==> config.mk <==
export PLATFORM = sky130hd
export DESIGN_NAME = gated_oneshot
export DESIGN_NICKNAME = d
export VERILOG_FILES = /design/src/rtl/osg_pkg.sv /design/src/rtl/osg_sync.sv /design/src/rtl/osg_qual.sv /design/src/rtl/osg_core.sv /design/src/rtl/gated_oneshot.sv
export SDC_FILE = /design/constraint.sdc
export NUM_CORES = 1
export LEC_CHECK = 0
export BUFFER_PORTS_ARGS = -buffer_cell sky130_fd_sc_hd__buf_4
export CELL_PAD_IN_SITES_DETAIL_PLACEMENT = 1
export CELL_PAD_IN_SITES_GLOBAL_PLACEMENT = 1
export CORE_MARGIN = 2
export CORE_UTILIZATION = 38
export DETAILED_ROUTE_END_ITERATION = 12
export GPL_TIMING_DRIVEN = 1
export PLACE_DENSITY_LB_ADDON = 0.2
export SLEW_MARGIN = 20
export SYNTH_ARGS = -nofsm -noshare
export SYNTH_HDL_FRONTEND = slang
export SYNTH_SLANG_ARGS = --single-unit
==> constraint.sdc <==
create_clock -name clk -period 4.5 [get_ports clk]
set_input_delay 0.45 -clock clk [delete_from_list [all_inputs] [get_ports clk]]
set_output_delay 0.45 -clock clk [all_outputs]
set_load 0.05 [all_outputs]
==> src/rtl/osg_pkg.sv <==
package osg_pkg;
    localparam int DEF_CNT_W  = 16;
    localparam int DEF_LOCK_W = 8;
    localparam int DEF_HOLD_W = 4;
    localparam int SYNC_STAGES = 2;
    localparam int CH_IN_W = 5;

    typedef enum logic {
        ST_IDLE   = 1'b0,
        ST_ACTIVE = 1'b1
    } pulse_st_e;
endpackage

==> src/rtl/osg_sync.sv <==
module osg_sync #(
    parameter int W      = 5,
    parameter int STAGES = 2
) (
    input  logic         clk,
    input  logic         rst,
    input  logic [W-1:0] din,
    output logic [W-1:0] dout
);
    logic [W-1:0] stage_q [STAGES];

    generate
        for (genvar s = 0; s < STAGES; s++) begin : g_stage
            always_ff @(posedge clk) begin
                if (rst) begin
                    stage_q[s] <= '0;
                end else if (s == 0) begin
                    stage_q[s] <= din;
                end else begin
                    stage_q[s] <= stage_q[(s == 0) ? 0 : s-1];
                end
            end
        end
    endgenerate

    assign dout = stage_q[STAGES-1];
endmodule

==> src/rtl/osg_qual.sv <==
module osg_qual #(
    parameter int HOLD_W = 4
) (
    input  logic              clk,
    input  logic              rst,
    input  logic [1:0]        arm_n,
    input  logic [1:0]        enb,
    input  logic              clr_ok,
    input  logic [HOLD_W-1:0] min_hold,
    output logic              fire
);
    typedef struct packed {
        logic [HOLD_W-1:0] hold;
        logic              done;
    } qual_t;

    qual_t s_d, s_q;
    logic  gate;

    assign gate = (~arm_n[0] | ~arm_n[1]) & enb[0] & enb[1] & clr_ok;

    always_comb begin
        s_d  = s_q;
        fire = 1'b0;
        if (!gate) begin
            s_d.hold = '0;
            s_d.done = 1'b0;
        end else if (!s_q.done) begin
            if (s_q.hold >= min_hold) begin
                fire     = 1'b1;
                s_d.done = 1'b1;
            end else begin
                s_d.hold = s_q.hold + 1'b1;
            end
        end
    end

    always_ff @(posedge clk) begin
        if (rst) s_q <= '0;
        else     s_q <= s_d;
    end


    single_fire_chk: assert property (@(posedge clk) disable iff (rst)
        fire |=> !fire);
endmodule

==> src/rtl/osg_core.sv <==
module osg_core
    import osg_pkg::*;
#(
    parameter int CNT_W  = 16,
    parameter int LOCK_W = 8
) (
    input  logic              clk,
    input  logic              rst,
    input  logic              fire,
    input  logic              clr_ok,
    input  logic [CNT_W-1:0]  width,
    input  logic [LOCK_W-1:0] lockout,
    output logic              q,
    output logic              busy
);
    typedef struct packed {
        pulse_st_e         st;
        logic [CNT_W-1:0]  cnt;
        logic [LOCK_W-1:0] lock;
    } core_t;

    core_t s_d, s_q;

    always_comb begin
        s_d = s_q;
        if (s_q.lock != '0) s_d.lock = s_q.lock - 1'b1;
        if (s_q.st == ST_ACTIVE) begin
            if (s_q.cnt == '0) s_d.st  = ST_IDLE;
            else               s_d.cnt = s_q.cnt - 1'b1;
        end
        if (fire && s_q.lock == '0) begin
            s_d.st   = ST_ACTIVE;
            s_d.cnt  = width;
            s_d.lock = lockout;
        end
        if (!clr_ok) begin
            s_d.st   = ST_IDLE;
            s_d.cnt  = '0;
            s_d.lock = '0;
        end
    end

    always_ff @(posedge clk) begin
        if (rst) s_q <= '{st: ST_IDLE, cnt: '0, lock: '0};
        else     s_q <= s_d;
    end

    assign q    = (s_q.st == ST_ACTIVE);
    assign busy = (s_q.lock != '0);


    load_width_chk: assert property (@(posedge clk) disable iff (rst)
        (fire && s_q.lock == '0 && clr_ok) |=> (q && s_q.cnt == $past(width)));

    hold_high_chk: assert property (@(posedge clk) disable iff (rst)
        (q && s_q.cnt != '0 && clr_ok) |=> q);

    lock_ignore_chk: assert property (@(posedge clk) disable iff (rst)
        (fire && busy && q && s_q.cnt != '0 && clr_ok) |=> (s_q.cnt == $past(s_q.cnt) - 1'b1));

    clear_low_chk: assert property (@(posedge clk) disable iff (rst)
        (!clr_ok) |=> (!q && !busy));
endmodule

==> src/rtl/gated_oneshot.sv <==
module gated_oneshot
    import osg_pkg::*;
#(
    parameter int NUM_CH = 2,
    parameter int CNT_W  = DEF_CNT_W,
    parameter int LOCK_W = DEF_LOCK_W,
    parameter int HOLD_W = DEF_HOLD_W
) (
    input  logic                clk,
    input  logic                rst,
    input  logic [CNT_W-1:0]    width_cycles,
    input  logic [LOCK_W-1:0]   lockout_cycles,
    input  logic [HOLD_W-1:0]   min_hold_cycles,
    input  logic [2*NUM_CH-1:0] trig_a_n,
    input  logic [2*NUM_CH-1:0] trig_b,
    input  logic [NUM_CH-1:0]   clr_n,
    output logic [NUM_CH-1:0]   pulse_q,
    output logic [NUM_CH-1:0]   pulse_qn,
    output logic [NUM_CH-1:0]   busy
);
    generate
        for (genvar c = 0; c < NUM_CH; c++) begin : g_ch
            logic [CH_IN_W-1:0] raw, synced;
            logic               fire;

            assign raw = {clr_n[c], trig_b[2*c +: 2], trig_a_n[2*c +: 2]};

            osg_sync #(.W(CH_IN_W), .STAGES(SYNC_STAGES)) i_sync (
                .clk (clk),
                .rst (rst),
                .din (raw),
                .dout(synced)
            );

            osg_qual #(.HOLD_W(HOLD_W)) i_qual (
                .clk     (clk),
                .rst     (rst),
                .arm_n   (synced[1:0]),
                .enb     (synced[3:2]),
                .clr_ok  (synced[4]),
                .min_hold(min_hold_cycles),
                .fire    (fire)
            );

            osg_core #(.CNT_W(CNT_W), .LOCK_W(LOCK_W)) i_core (
                .clk    (clk),
                .rst    (rst),
                .fire   (fire),
                .clr_ok (synced[4]),
                .width  (width_cycles),
                .lockout(lockout_cycles),
                .q      (pulse_q[c]),
                .busy   (busy[c])
            );
        end
    endgenerate

    assign pulse_qn = ~pulse_q;
endmodule

After elaboration in Yosys (flattened, before gate mapping)
Memory sizes are Yosys's and may differ from the RTL's.
Index checks and enable logic that the tools add are counted.
{ "totals": {"latch_bits": 0, "ram_bits": 20, "out_inout_bits": 6, "mem_bits_ro": 0, "mem_count": 2, "ff_bits": 60, "in_bits": 40} }
{ "mem_list": {"columns": ["memory", "depth", "width", "read_ports", "rd_ports_with_merged_regs", "wr", "line", "rtl"], "rows": [
  ["g_ch[0].i_sync.stage_q", 2, 5, 2, 0, 2, "osg_sync.sv:10", "logic [W-1:0] stage_q [STAGES];"],
  ["g_ch[1].i_sync.stage_q", 2, 5, 2, 0, 2, "osg_sync.sv:10", null]
]} }
{ "classes": {"add_sub_neg": 6, "n_reduce_logical": 20, "eq_ne": 2, "bitwise": 25, "magnitude_cmp": 2, "n_div": 0, "shifts": 0, "n_mux": 25, "mul": 0} }
{ "ops": {"columns": ["operator", "count"], "rows": [
  ["25-bit two-way mux", 2],
  ["17-bit two-way mux", 2],
  ["16-bit zero test", 2],
  ["16-bit two-way mux", 2],
  ["16-bit by 1-bit subtractor with 16-bit output, second input constant", 2],
  ["5-bit two-way mux", 4],
  ["8-bit zero test", 2],
  ["8-bit two-way mux", 2],
  ["8-bit nonzero test", 2],
  ["8-bit by 1-bit subtractor with 8-bit output, second input constant", 2],
  ["1-bit two-way mux", 13],
  ["1-bit NOT", 12],
  ["4-bit by 1-bit adder with 4-bit output, second input constant", 2],
  ["4-bit >= comparator", 2],
  ["2-bit AND reduction", 4],
  ["2-bit nonzero test", 4],
  ["2-bit OR reduction", 4],
  ["1-bit AND", 6],
  ["1-bit bitwise OR", 6],
  ["2-bit != test, second input constant", 2],
  ["1-bit logical AND", 2],
  ["2-bit NOT", 1]
]} }

Depth between registers and ports, before layout
An unclocked memory read counts as a cell.
{ "logic_depth": {"ltp_word": 10, "depth_mapped": 11, "ltp_nobuf": 8} }

Hierarchy
A second synthesis with hierarchy kept.
{ "unflattened": {"hier_cells": 472, "area_unflattened_um2": 4003.8} }
{ "modules_own_cells": {"columns": ["module", "cells_per_inst", "n_inst", "area_each_um2"], "rows": [
  ["osg_core", 175, 2, 1398.8],
  ["osg_qual", 40, 2, 336.6],
  ["osg_sync", 20, 2, 262.8],
  ["gated_oneshot", 2, 1, 7.5]
]} }

Least setup slack after synthesis
OpenSTA, ideal clock, no wires.
{ "synth_timing": {"path_type": "reg-to-reg", "startpoint": "reg g_ch[0].i_core.s_q[0] (netlist bit)", "endpoint": "reg g_ch[0].i_core.s_q[15] (netlist bit)", "arrival_ps": 2094, "synth_period_minus_slack_ps": 2226, "path_slack_ps": 2274, "stages_incl_launch_ff": 12, "required_ps": 4367, "path_buffers": 3, "cell_sequence": "dfxtp_1 > inv_1 > ha_1 > nor3b_2 > and2_1 > buf_4 > inv_2 > or4_1 > clkbuf_1 > clkbuf_2 > o21ai_0 > a21oi_1"} }
{ "synth_between": {"elab_chain_cells": 4, "elab_cells_between_ends": 6, "classes_between": "eq/ne: 1; mux: 1; reduce/logical: 4"} }
{ "synth_lines": {"columns": ["item", "line", "rtl"], "rows": [
  ["start, declared", "osg_core.sv:22", "core_t s_d, s_q;"],
  ["start signal, assigned", "osg_core.sv:44", "if (rst) s_q <= '{st: ST_IDLE, cnt: '0, lock: '0};"],
  ["8-bit zero test (*)", "osg_core.sv:31", "if (fire && s_q.lock == '0) begin"],
  ["1-bit logical AND (*)", "osg_core.sv:31", null],
  ["2-bit != test (no line) / 2-bit nonzero test (equally long branches)", null, null],
  ["2-bit AND reduction (no line)", null, null]
]} }
Mark *: on every way between the ends. The rest lies on a longest branch, timed or not.
A chain may end at the register's enable or synchronous reset.

Worst setup path in the final report
{ "layout_timing": {"startpoint": "reg g_ch[0].i_core.s_q[15] (netlist bit)", "endpoint": "reg g_ch[0].i_core.s_q[9] (netlist bit)"} }
{ "layout_between": {"elab_chain_cells": 3} }
{ "layout_lines": {"columns": ["item", "line", "rtl"], "rows": [
  ["16-bit zero test", "osg_core.sv:28", "if (s_q.cnt == '0) s_d.st = ST_IDLE;"],
  ["2-bit != test (no line)", null, null],
  ["2-bit AND reduction (no line)", null, null]
]} }
Every way passes these cells.

==> impl_metrics.yaml <==
run_status:
  status: "finished, final reports clean"
timing:
  fin_worst_skew_ns: 0.01252
  max_freq_mhz: 372.9
  finalHoldViolCount: 0
  layout_min_cycle_time_ns: 2.681
  timing.final.max_slew_violations: 0
  setup_violations: 0
  holdWs_ns: 0.2948
  period_share_pct: 59.59
  rsz0062_at_grt: "false"
  slew_headroom_pct: 23.10
  worst_pin_slew_ns: 1.143
  tns_ns: 0
power:
  vdd_drop_max_mv: 0.1433
  power_density_nw_per_um2: 285.8
  p_leak_nw: 1.686
setup_path:
  max_stage_delay_ns: 0.98
  path_buf_inv: 0
  cp.depth: 5
  crit_type: "reg -> reg"
  cp.arrival_ns: 2.91
  cpMaxStageDelayCell: "nor4_1"
  worst_ep_required_time_ns: 4.73
  cp_top_family: "simple AND/OR/NAND/NOR gates"
  cp-end-kind: "register"
  reg2regPathDepth: 5
  startpoint_type: "register"
  cp_max_fo: 8
  cp_cell_sequence: "nor4_1 > nand4_1 > and2_1 > o211ai_1 > a21oi_1"
clock_tree:
  clk_pin_slew_ns: 0.09
  clockBufferDepth: 2
  htreeDepth: 3
  clock_latency_ns: 0.36
  cts_buffers: 9
  cts_resized: 0
  cts_tree: "built"
  holdBufCountCts: 0
  cts-root-buf: "clkbuf_8"
  clock-sinks: 80
  cts_setup_buffers: 0
synthesis:
  synth_cell_type_count: 54
  synth_top_flop_cell: "dfxtp_1"
  syn_area_um2: 4011
  synth_top_area_share_pct: 39.93
  synth_area_leaders: "dfxtp_1, a21oi_1, ha_1, nor2b_1, xor2_1"
  synth_top_area_cell: "dfxtp_1"
  ys_seq_elements: 80
  async_reset_ff_share_pct: 0
  syn-instance-count: 462
  synth_enable_flop_cells: 0
  syn_nets: 518
  yosysWarnings: 0
  synth-seq-area-share_pct: 39.93
  avgSynthCellArea_um2: 8.683
global_routing:
  grt_pass1_wl_um: 17350
  overflow: 0
  top_usage_layer: "met2"
  gr-usage-met3_pct: 2.979
  antenna_found_initial: 0
  met1_usage_pct: 24.75
  grt_pass1_vias: 3595
  grtUsageMet2_pct: 31.57
  grt_max_degree: 34
  grtUsageTotal_pct: 19.12
layout:
  area_growth_pct: 14.75
  nNetsFinal: 554
  antenna_cells: 0
  fillers: 1232
  regArea_um2: 1602
  layout-drive-gt1-share_pct: 14.71
  multi_input_area_um2: 2210
floorplan:
  die-area_um2: 11390
  coreArea_um2: 10280
  die_x_um: 106.7
  die_h_um: 106.7
  initial_core_util_pct: 39.03
  io_pins: 46
  rows: 37
worst_hold_path:
  whs_path_depth: 2
  hp-class: "in -> reg"
placed_design:
  place.gp.congestion: 0.8299
  portBuffers: 45
  dp_hpwl_um: 7811
routing:
  routed_wl_um: 10250
  first_iter_violations: 140
  drt_first_pass_iters: 4
  dr_total_vias: 3450
  avgRoutedWirePerCell_um: 16.04
  drc: 0
  ant_nets: 0
  via_per_inst: 5.399
flow_run:
  maxCapViolCount: 0
where the power goes:
part	total [mW]	internal (mW)	switching (mW)	leakage [nW]
combinational	0.0636	0.0333	0.0302	0.949
clock	0.534	0.258	0.276	0.0887
sequential	0.718	0.715	0.00245	0.648
total	1.32	1.01	0.308	1.69
logic make-up (layout without fill, tap and decap cells):
family                     Yosys count  after routing  synth area share, %
adders and majority gates           16             16                4.991
buffers and inverters               43             84                5.115
and+or+nand+nor                    165            165                23.33
DFF                                 80             80                39.93
muxes                                9              9                2.308
AOI/OAI and AO/OA                  113            113                16.47
xor gates and xnor gates            36             36                7.860
sequential cells by signal, indices dropped and copies added, names as in the netlist:
register,count
g_ch.i_core.s_q,48
g_ch.i_sync.stage_q,20
g_ch.i_qual.s_q,10
g_ch.i_core.q,2
cell type report:
class / count / share of cell area (%)
multi-input cells: 339 / 48.00
flip-flops and latches: 80 / 34.79
repair buffers: 45 / 7.339
well taps: 136 / 3.697
clock buffers: 10 / 2.772
inverters: 23 / 1.876
clock inverters: 6 / 1.522
cells in the mapped netlist, types with 7 or more instances:
master,count
dfxtp_1,80
a21oi_1,43
nor2b_1,31
o21ai_0,31
nor2_1,29
nand2_1,24
inv_1,21
xor2_1,19
xnor2_1,17
ha_1,16
nor3_1,15
nand4_1,14
nand3_1,13
a211oi_1,9
clkbuf_1,9
nor4_1,9
mux2i_1,7
cells in the final DEF, fill, tap and decap left out, drive strengths merged, types with 12 or more instances in the layout:
cell | synthesis | layout
buf | 10 | 45
inv | 23 | 23
a21oi | 43 | 43
nor2 | 29 | 29
nand2 | 24 | 24
o21ai | 37 | 37
nor4 | 12 | 12
nor3 | 15 | 15
nor2b | 31 | 31
dfxtp | 80 | 80
nand3 | 13 | 13
xnor2 | 17 | 17
nand4 | 14 | 14
xor2 | 19 | 19
ha | 16 | 16
layer usage:
layer  routed length, um  part of all wire (%)
met4                 254                   2.5
met5                   0                     0
met2                4873                    48
met1                4880                    48
met3                 240                   2.3
metrics by stage:
stage | utilization [%] | total power [mW] | instances | cell area (um2) | worst slack, ns
floorplan | - | 0.7588 | 462 | 4011 | 2.274
global placement | 42.84 | 0.7973 | 623 | 4403 | 1.873
detailed placement | 42.84 | 0.7992 | 623 | 4403 | 1.737
CTS | 44.77 | 1.337 | 639 | 4601 | 1.785
global route | 44.79 | 1.371 | 639 | 4603 | 1.598
finish | 44.79 | 1.315 | 639 | 4603 | 1.819
path summary, 6_finish.rpt:
path	startpoint	end	slack, ns
setup / recovery	g_ch[0].i_core.s_q[15]	g_ch[0].i_core.s_q[9]	1.82
hold reg to reg	g_ch[1].i_sync.stage_q[0][2]	g_ch[1].i_sync.stage_q[1][2]	0.45
setup reg to reg	g_ch[0].i_core.s_q[15]	g_ch[0].i_core.s_q[9]	1.82
hold / removal	clr_n[0]	g_ch[0].i_sync.stage_q[0][4]	0.29
No activity file was read; power rests on OpenSTA's default activity.
